File: src/rtl/zq_sched_pkg.sv
package zq_sched_pkg;
  // Encoded so that a larger value means higher priority
  typedef enum logic [1:0] {
    ZK_NONE  = 2'd0,
    ZK_SHORT = 2'd1,
    ZK_OPER  = 2'd2,
    ZK_INIT  = 2'd3
  } zq_kind_e;
endpackage

File: src/rtl/zq_ptimer.sv
module zq_ptimer #(
  parameter int PERIOD = 4096
) (
  input  logic clk,
  input  logic rst,
  input  logic en,
  output logic tick
);
  localparam int CW = $clog2(PERIOD + 1);
  localparam logic [CW-1:0] LAST = CW'(PERIOD - 1);
  logic [CW-1:0] cnt;

  always_ff @(posedge clk) begin
    if (rst || !en) cnt <= '0;
    else if (cnt == LAST) cnt <= '0;
    else cnt <= cnt + 1'b1;
  end

  assign tick = en && (cnt == LAST);
endmodule

File: src/rtl/zq_pend.sv
module zq_pend
  import zq_sched_pkg::*;
(
  input  logic     clk,
  input  logic     rst,
  input  logic     init_req,
  input  logic     srx_req,
  input  logic     per_tick,
  input  logic     serve,
  output zq_kind_e kind
);
  zq_kind_e incoming;

  always_comb begin
    if (init_req)     incoming = ZK_INIT;
    else if (srx_req) incoming = ZK_OPER;
    else if (per_tick) incoming = ZK_SHORT;
    else              incoming = ZK_NONE;
  end

  always_ff @(posedge clk) begin
    if (rst) kind <= ZK_NONE;
    else if (serve) kind <= incoming;
    else if (incoming > kind) kind <= incoming;
  end
endmodule

File: src/rtl/zq_arb.sv
module zq_arb
  import zq_sched_pkg::*;
#(
  parameter int NR = 2,
  parameter int RW = 1
) (
  input  logic [2*NR-1:0] kinds,
  input  logic [NR-1:0]   ready,
  output logic            found,
  output logic [RW-1:0]   sel,
  output zq_kind_e        sel_kind
);
  always_comb begin
    sel_kind = ZK_NONE;
    sel      = '0;
    for (int r = 0; r < NR; r++) begin
      if (ready[r] && (zq_kind_e'(kinds[2*r +: 2]) > sel_kind)) begin
        sel_kind = zq_kind_e'(kinds[2*r +: 2]);
        sel      = RW'(r);
      end
    end
    found = (sel_kind != ZK_NONE);
  end
endmodule

File: src/rtl/zq_win.sv
module zq_win
  import zq_sched_pkg::*;
#(
  parameter int T_INIT  = 512,
  parameter int T_OPER  = 256,
  parameter int T_SHORT = 64
) (
  input  logic     clk,
  input  logic     rst,
  input  logic     start,
  input  zq_kind_e kind,
  output logic     busy
);
  localparam int CW = $clog2(T_INIT + 1);
  logic [CW-1:0] cnt;

  always_ff @(posedge clk) begin
    if (rst) begin
      busy <= 1'b0;
      cnt  <= '0;
    end else if (start) begin
      busy <= 1'b1;
      case (kind)
        ZK_INIT: cnt <= CW'(T_INIT - 1);
        ZK_OPER: cnt <= CW'(T_OPER - 1);
        default: cnt <= CW'(T_SHORT - 1);
      endcase
    end else if (busy) begin
      if (cnt == '0) busy <= 1'b0;
      else cnt <= cnt - 1'b1;
    end
  end
endmodule

File: src/rtl/zq_sched.sv
module zq_sched
  import zq_sched_pkg::*;
#(
  parameter int NR      = 2,
  parameter int TS_W    = 16,
  parameter int TRP     = 11,
  parameter int T_INIT  = 512,
  parameter int T_OPER  = 256,
  parameter int T_SHORT = 64,
  parameter int PERIOD  = 4096,
  localparam int RW     = (NR > 1) ? $clog2(NR) : 1
) (
  input  logic              clk,
  input  logic              rst,
  input  logic [NR-1:0]     req_init,
  input  logic [NR-1:0]     req_srx,
  input  logic              per_en,
  input  logic [NR-1:0]     all_pre,
  input  logic [TS_W-1:0]   ts_now,
  input  logic [NR*TS_W-1:0] pre_stamp,
  output logic              zq_go,
  output logic              zq_long,
  output logic [RW-1:0]     zq_rank,
  output logic              chan_hold,
  output logic              odt_off,
  output logic              cke_keep
);
  logic            tick;
  logic [2*NR-1:0] kinds;
  logic [NR-1:0]   ready;
  logic [NR-1:0]   serve;
  logic            found;
  logic [RW-1:0]   sel;
  zq_kind_e        sel_kind;
  logic            busy;
  logic            issue;

  zq_ptimer #(.PERIOD(PERIOD)) u_ptimer (
    .clk(clk), .rst(rst), .en(per_en), .tick(tick)
  );

  for (genvar r = 0; r < NR; r++) begin : g_rank
    logic [TS_W-1:0] age;
    zq_kind_e        k;
    assign age      = ts_now - pre_stamp[r*TS_W +: TS_W];
    assign ready[r] = all_pre[r] && (age >= TS_W'(TRP));
    assign serve[r] = issue && (sel == RW'(r));
    zq_pend u_pend (
      .clk(clk), .rst(rst),
      .init_req(req_init[r]), .srx_req(req_srx[r]),
      .per_tick(tick), .serve(serve[r]), .kind(k)
    );
    assign kinds[2*r +: 2] = k;
  end

  zq_arb #(.NR(NR), .RW(RW)) u_arb (
    .kinds(kinds), .ready(ready),
    .found(found), .sel(sel), .sel_kind(sel_kind)
  );

  assign issue = found && !busy;

  zq_win #(.T_INIT(T_INIT), .T_OPER(T_OPER), .T_SHORT(T_SHORT)) u_win (
    .clk(clk), .rst(rst), .start(issue), .kind(sel_kind), .busy(busy)
  );

  always_ff @(posedge clk) begin
    if (rst) begin
      zq_go   <= 1'b0;
      zq_long <= 1'b0;
      zq_rank <= '0;
    end else begin
      zq_go   <= issue;
      zq_long <= issue && (sel_kind != ZK_SHORT);
      if (issue) zq_rank <= sel;
    end
  end

  assign chan_hold = busy;
  assign odt_off   = busy;
  assign cke_keep  = busy;
endmodule

File: config.mk
export PLATFORM = sky130hd
export DESIGN_NAME = zq_sched
export DESIGN_NICKNAME = d
export VERILOG_FILES = /design/src/rtl/zq_sched_pkg.sv /design/src/rtl/zq_ptimer.sv /design/src/rtl/zq_pend.sv /design/src/rtl/zq_arb.sv /design/src/rtl/zq_win.sv /design/src/rtl/zq_sched.sv
export SDC_FILE = /design/constraint.sdc
export NUM_CORES = 1
export LEC_CHECK = 0
export BUFFER_PORTS_ARGS = -buffer_cell sky130_fd_sc_hd__buf_2
export CAP_MARGIN = 20
export CORE_ASPECT_RATIO = 1.2
export CORE_MARGIN = 8
export CORE_UTILIZATION = 40
export CTS_BUF_LIST = sky130_fd_sc_hd__clkbuf_4 sky130_fd_sc_hd__clkbuf_8
export CTS_CLUSTER_SIZE = 16
export DETAILED_ROUTE_END_ITERATION = 16
export PLACE_DENSITY_LB_ADDON = 0.15
export SLEW_MARGIN = 15
export SYNTH_ARGS = -nofsm -noshare
export SYNTH_HDL_FRONTEND = slang
export SYNTH_SLANG_ARGS = --single-unit
File: constraint.sdc
create_clock -name clk -period 13.5 [get_ports clk]
set_clock_uncertainty 0.2 [all_clocks]
set_input_delay 0.675 -clock clk [delete_from_list [all_inputs] [get_ports clk]]
set_output_delay 0.675 -clock clk [all_outputs]
set_load 0.01 [all_outputs]
Word-level counts from Yosys, hierarchy flattened:

Index checks and enable logic that the tools add are counted.

* register bits: 31
* input bits: 57
* word-level logic and storage cells: 62

* add/subtract/negate cells: 4
* magnitude comparators: 6
* eq/ne operators: 5
* muxes and demuxes: 19
* bitwise gates (word level): 1
* reduce and logical (&&, ||, !) cells: 19

Operators with widths (count)
* >= comparator 16 x 4 -> 1 bit, second input constant: 2
* subtractor 16 bit: 2
* 2-to-1 mux 10 bit: 3
* 2-to-1 mux 2 bit: 10
* one-hot mux 9 bit (2 select lines): 1
* adder 13 x 1 -> 13 bit, second input constant: 1
* == test 13 x 12 -> 1 bit, second input constant: 1
* logical NOT 10 bit: 1
* subtractor 10 x 1 -> 10 bit, second input constant: 1
* logical AND 1 bit: 9
* nonzero test 2 bit: 4
* greater-than comparator 2 bit: 3
* 2-to-1 mux 1 bit: 5
* == test 2 bit, second input constant: 2
* greater-than comparator 2 x 1 -> 1 bit, second input constant: 1
* logical NOT 1 bit: 2
* inequality test 2 x 1 -> 1 bit, second input constant: 1
* inequality test 2 bit, second input constant: 1
* AND reduction 2 bit: 1
* OR reduction 2 bit: 1
* logical OR 1 bit: 1
* inverter 1 bit: 1

Longest topological paths before layout:

* word-level depth: 12
* gate-level depth with buffers: 19

By module:

A second synthesis with hierarchy kept.

* cell total of the unflattened synthesis: 464
* area total of the unflattened synthesis: 3637.2 um^2

Modules (own cells, without submodules)
* zq_sched: times used 1, cells each 288, area each 1970.6 um^2, seq. area each 60.1 um^2
* zq_win: times used 1, cells each 65, area each 595.6 um^2, seq. area each 220.2 um^2
* zq_ptimer: times used 1, cells each 62, area each 585.6 um^2, seq. area each 260.2 um^2
* zq_pend: times used 2, cells each 17, area each 175.2 um^2, seq. area each 40.0 um^2
* zq_arb: times used 1, cells each 15, area each 135.1 um^2, seq. area each 0.0 um^2

Least setup slack after synthesis:

No wires, ideal clock.

* path kind: input-to-reg
* start point: input port ts_now[0]
* end point: register u_win.cnt[8]
* library setup time: 0.122 ns
* arrival time: 4.416 ns
* data required time: 13.178 ns
* path slack: 8.763 ns
* stages: 19
* cell sequence: inv_1 -> ha_1 -> inv_1 -> fa_1 -> nand3_1 -> a21oi_1 -> or3_4 -> a2111oi_4 -> nand4_2 -> a2111oi_4 -> nor3b_1 -> inv_1 -> ha_1 -> nor2b_1 -> o211ai_1 -> o21a_1 -> buf_4 -> a21oi_4 -> o311a_1

* cells in the longest elaborated chain, start to end: 12
* elaborated cells on any way between the ends: 20
* those cells by class: 2 x add/sub; 3 x order compare; 3 x eq/ne; 4 x mux; 8 x reduce/logical

Ends and longest elaborated chain
* start: declaration: line zq_sched.sv:19 `input logic [TS_W-1:0] ts_now,`
* subtractor 16 bit: line zq_sched.sv:45 `assign age = ts_now - pre_stamp[r*TS_W +: TS_W];`
* >= comparator 16 x 4 -> 1 bit: line zq_sched.sv:46 `assign ready[r] = all_pre[r] && (age >= TS_W'(TRP));`
* logical AND 1 bit: line zq_sched.sv:46
* logical AND 1 bit: line zq_arb.sv:17 `if (ready[r] && (zq_kind_e'(kinds[2*r +: 2]) > sel_kind)) begin`
* 2-to-1 mux 2 bit: line zq_arb.sv:17
* greater-than comparator 2 bit: line zq_arb.sv:17
* logical AND 1 bit: line zq_arb.sv:17
* 2-to-1 mux 2 bit (*): line zq_arb.sv:17
* nonzero test 2 bit: line zq_arb.sv:22 `found = (sel_kind != ZK_NONE);`
* logical AND 1 bit: line zq_sched.sv:61 `assign issue = found && !busy;`
* inequality test 2 bit (no line) or nonzero test 2 bit (tied branches)
* AND reduction 2 bit (no line)
* end signal: assignment: line zq_win.sv:24 `ZK_INIT: cnt <= CW'(T_INIT - 1);`
* end signal: assignment: line zq_win.sv:25 `ZK_OPER: cnt <= CW'(T_OPER - 1);`
* end signal: assignment: line zq_win.sv:26 `default: cnt <= CW'(T_SHORT - 1);`
* end: declaration: line zq_win.sv:15 `logic [CW-1:0] cnt;`

Every way passes the cells marked *; elsewhere a longest branch is shown, timed or not.
A chain may end at the register's enable or synchronous reset.

Worst setup path after layout:

Ends and elaborated chain as after synthesis.

==> flow_results.org <==
** Floorplanning
- The floorplan step defined a die boundary enclosing roughly 12000 sq um.
- I/O pin count :: between 60 and 70
- Initial cell density of the core :: 40.4%
- Core Footprint :: approximately 8500 sq um
- Horizontal die dimension :: between 100 and 150 microns
- Die outline height :: 117 microns
- The initialized floorplan defines 37 standard-cell rows.

** Global route
- Global routing used between 15 and 20% of the available tracks across all layers.
- For this run the aggregate overflow at the end of global routing stands at 0.
- The number of antenna violations at the first check in global routing came to 0.
- First-pass GRT wire length :: 15.6 mm
- Maximum number of pins on one net before global-route repair :: 17
- The number of global-route vias before repair came to around 3500.

** Hold path
- Number of instances on the worst hold path :: 1
- The tightest min-delay check is of the reg2reg type.

** Clocking
- Number of buffers created by CTS :: 5
- Post-CTS setup buffers :: 0
- Maximum buffer depth of the clock tree :: 2
- The H-tree generated during clock tree synthesis spans 2 levels.
- The root buffer cell chosen for the clock tree is clkbuf_8.
- Clock edge transition at the registers on the reported setup and hold paths :: around 0.060 ns
- Insertion delay to the later sink of the worst-skew pair :: around 0.28 ns
- Number of sinks on the clock net :: 31
- CTS tree :: built
- Count of hold buffers inserted by post-cts repair :: 0
- CTS resizes :: 0

** Final layout
- Summing all non-filler instances in the final layout gives an area of between 3000 and 4000 sq um.
- 0 antenna diodes ended up in the layout.
- Synth-to-Final Area Change :: 14.7%
- Share of layout cells above drive strength 1 :: 17.3%
- Measured on the finished design, the core utilization comes to a little under half.
- Layout net count :: slightly above 600

** Timing
- Subtracting the final worst setup slack from the clock period gives 4.97 ns.
- Headroom to the max-slew limit came out at 47.0%.
- Setup repair after global routing missed its margin :: no
- Setup total negative slack :: 0 ns
- Number of setup violations in the final report :: 0
- Max Freq :: slightly above 200 MHz
- Period utilization :: 36.8%
- Slew of the pin with the lowest slew margin :: about 0.79 ns
- Final count of pins violating max slew :: 0
- Worst Hold Margin :: between 0.2 and 0.3 ns
- Total count of hold-check failures in the final report :: 0

** Placed design
- Post-detail-place hpwl :: 7.67 mm
- In this run the cell area measured after placement is 3820 sq um.
- The congestion estimate from routability-driven global placement came to 0.868.
- Number of port buffers :: between 60 and 70

** Critical path
- Required @ worst endpoint :: 13.47 ns
- The critical path runs through a total of 19 cells.
- Crit-path max cell delay :: between 0.4 and 0.5 ns
- Master of the slowest instance on the critical path :: a2111oi_4
- The worst setup path is launched from a primary input.
- In this run the worst path has a maximum fanout of 10.
- For the worst flop-to-flop path, the logic depth is 7.
- Critical Path Sink Type :: flip-flop
- Worst Path Arrival :: ~4.9 ns
- On the critical path the largest part of the delay comes from compound AO/OA/AOI/OAI gates.
- Cell chain of the critical path :: buf_2 > inv_1 > ha_1 > inv_1 > fa_1 > nand3_1 > a21oi_1 > or3_4 > a2111oi_4 > nand4_2 > a2111oi_4 > nor3b_1 > inv_1 > ha_1 > nor2b_1 > o211ai_1 > o21a_1 > a21oi_4 > o311a_1
- By instance count, the cell type seen most on the critical path is inv_1.
- Sum of buffers and inverters on the critical path :: 4
- The critical path is of the in2reg type.

** Logic synthesis
- Post-synthesis async set-or-reset flop share :: 0%
- Portion of the post-synthesis area used by sequential elements :: between 10% and 20%
- Mapped Nets :: between 500 and 600
- Synthesis handed over a netlist of 448 instances.
- Each instance of the synthesized netlist takes up on average 7.65 sq um.
- Ys flop type :: dfxtp_1
- Synthesis instantiated 67 different standard cells from the library.
- The synthesized netlist occupies a cell area of ~3400 sq um.
- For this run, the number of Yosys warnings is 0.
- Number of flops mapped to enable cells by yosys :: 0
- Counting flops and latches in the post-synthesis netlist gives 31.

** Routing
- Initial DRT Pass Iterations :: 4
- Using the TritonRoute via totals, the vias-per-cell ratio works out to approximately 5.5.
- For this run, design rule violations remaining after detail routing come to 0.
- The routed layout has about 3400 vias.
- The detail route stage leaves a number of antenna-violating nets equal to 0.
- The routed design has between 9 and 10 mm of wire.
- Post-DR wirelength/cell :: about 15 microns
- For this block, the initial DRC count from the detailed router was just over 90.

** Power and ir drop
- Peak ir drop on the vdd network :: approximately 0.11 mV
- In this run the static leakage power is roughly 1.9 nW.
- The design draws roughly 0.00043 W.
- For this design the ratio of total power to cell area is ~110 nW/um^2.

** Run status
- The run finished with clean final reports.

** Flow run
- Max-cap violations :: 0
area by class of cell:
type	instances	area, sq um
clock buffer	8	104
fill	879	4540
inverter	52	195
multi-input combinational	355	2550
sequential	31	621
tap	117	146
timing repair buffer	62	310
layout by cell type (no fill, tap or decap), types with 5 or more instances in the layout:
master    instances
a21o_1           19
and3_1            9
or2_2             7
nand2_1          23
nand2b_1          5
nor2b_1           5
o211ai_1          9
or3_1             8
inv_1            52
a21oi_1          37
dfxtp_1          31
ha_1             38
nor3_1            9
o21ai_0          22
a221oi_1          5
xor2_1           11
a31oi_1           5
nor2_1           38
a211oi_1          5
buf_2            62
clkbuf_8          7
nand3_1          15
xnor2_1          12
sequential cells by signal, indices dropped and copies added, names as in the netlist:
name                count
g_rank.u_pend.kind      4
u_ptimer.cnt           13
zq_rank                 1
zq_long                 1
u_win.cnt              10
u_win.busy              1
zq_go                   1
routing by layer:
metal  routed length (microns)  vias to the layer above  track usage [%]
li1                          -                     1759                -
met5                         0                        -                0
met4                       156                        0             5.50
met3                       501                       10             3.14
met1                      4100                     1583             17.7
met2                      4490                       77             28.0
power by group:
part	internal [W]	leakage [nW]	switching [W]
Combinational	0.0000925	1.55	0.000126
Sequential	0.000111	0.254	0.0000183
Clock	0.0000485	0.0549	0.0000327
Total	0.000252	1.86	0.000177
worst paths after layout:
check / from / endpoint / slack, ns
worst min register to register: u_ptimer.cnt[0] / u_ptimer.cnt[0] / 0.27
worst max register to register: u_win.cnt[3] / u_win.cnt[9] / 10.66
worst max-delay path: ts_now[0] / u_win.cnt[8] / 8.53
worst min-delay path: u_ptimer.cnt[0] / u_ptimer.cnt[0] / 0.27
per-stage QoR:
step | std cells | setup WS (ns)
6_report | 625 | 8.53
4_1_cts | 625 | 8.53
5_1_grt | 625 | 8.24
3_3_place_gp | 617 | 8.35
3_5_place_dp | 617 | 8.25
2_1_floorplan | 448 | 8.76
synth_stat cells, drive strengths merged, types with 5 or more instances:
cell | number | area (sq um)
nand2b | 5 | 31.3
xnor2 | 12 | 105
nand4 | 5 | 37.5
a21oi | 38 | 201
nor2b | 5 | 31.3
a221oi | 6 | 58.8
a211oi | 5 | 37.5
a31oi | 5 | 31.3
nor2 | 39 | 149
nand2 | 23 | 86.3
or2 | 8 | 50.1
buf | 6 | 42.5
o211ai | 9 | 67.6
and3 | 9 | 56.3
dfxtp | 31 | 621
o21ai | 23 | 119
nand3 | 15 | 75.1
xor2 | 11 | 96.3
nor3 | 9 | 45.0
ha | 38 | 475
inv | 52 | 195
a2111oi | 5 | 81.3
a21o | 19 | 143
or3 | 9 | 61.3
cell families (layout without fill, tap and decap cells):
family / count (synthesis) / count (layout) / synth area share [%]
flip-flops: 31 / 31 / 18.1
AND/OR/NAND/NOR: 145 / 145 / 22.1
buffers and inverters: 62 / 122 / 7.38
AO/OA/AOI/OAI: 145 / 145 / 30.9
multiplexers: 2 / 2 / 0.584
adder cells (fa/ha/maj): 40 / 40 / 15.0
XOR/XNOR: 23 / 23 / 5.88
worst register-to-register path, cell delays in order, from the launching register on:
cell and delay (ns):
dfxtp_1 0.33, or3_1 0.42, or3_1 0.40, o41ai_2 0.70
nand2b_1 0.28, nor3_1 0.08, xor2_1 0.14, and3_1 0.18
Power figures use the tool's default switching activity.
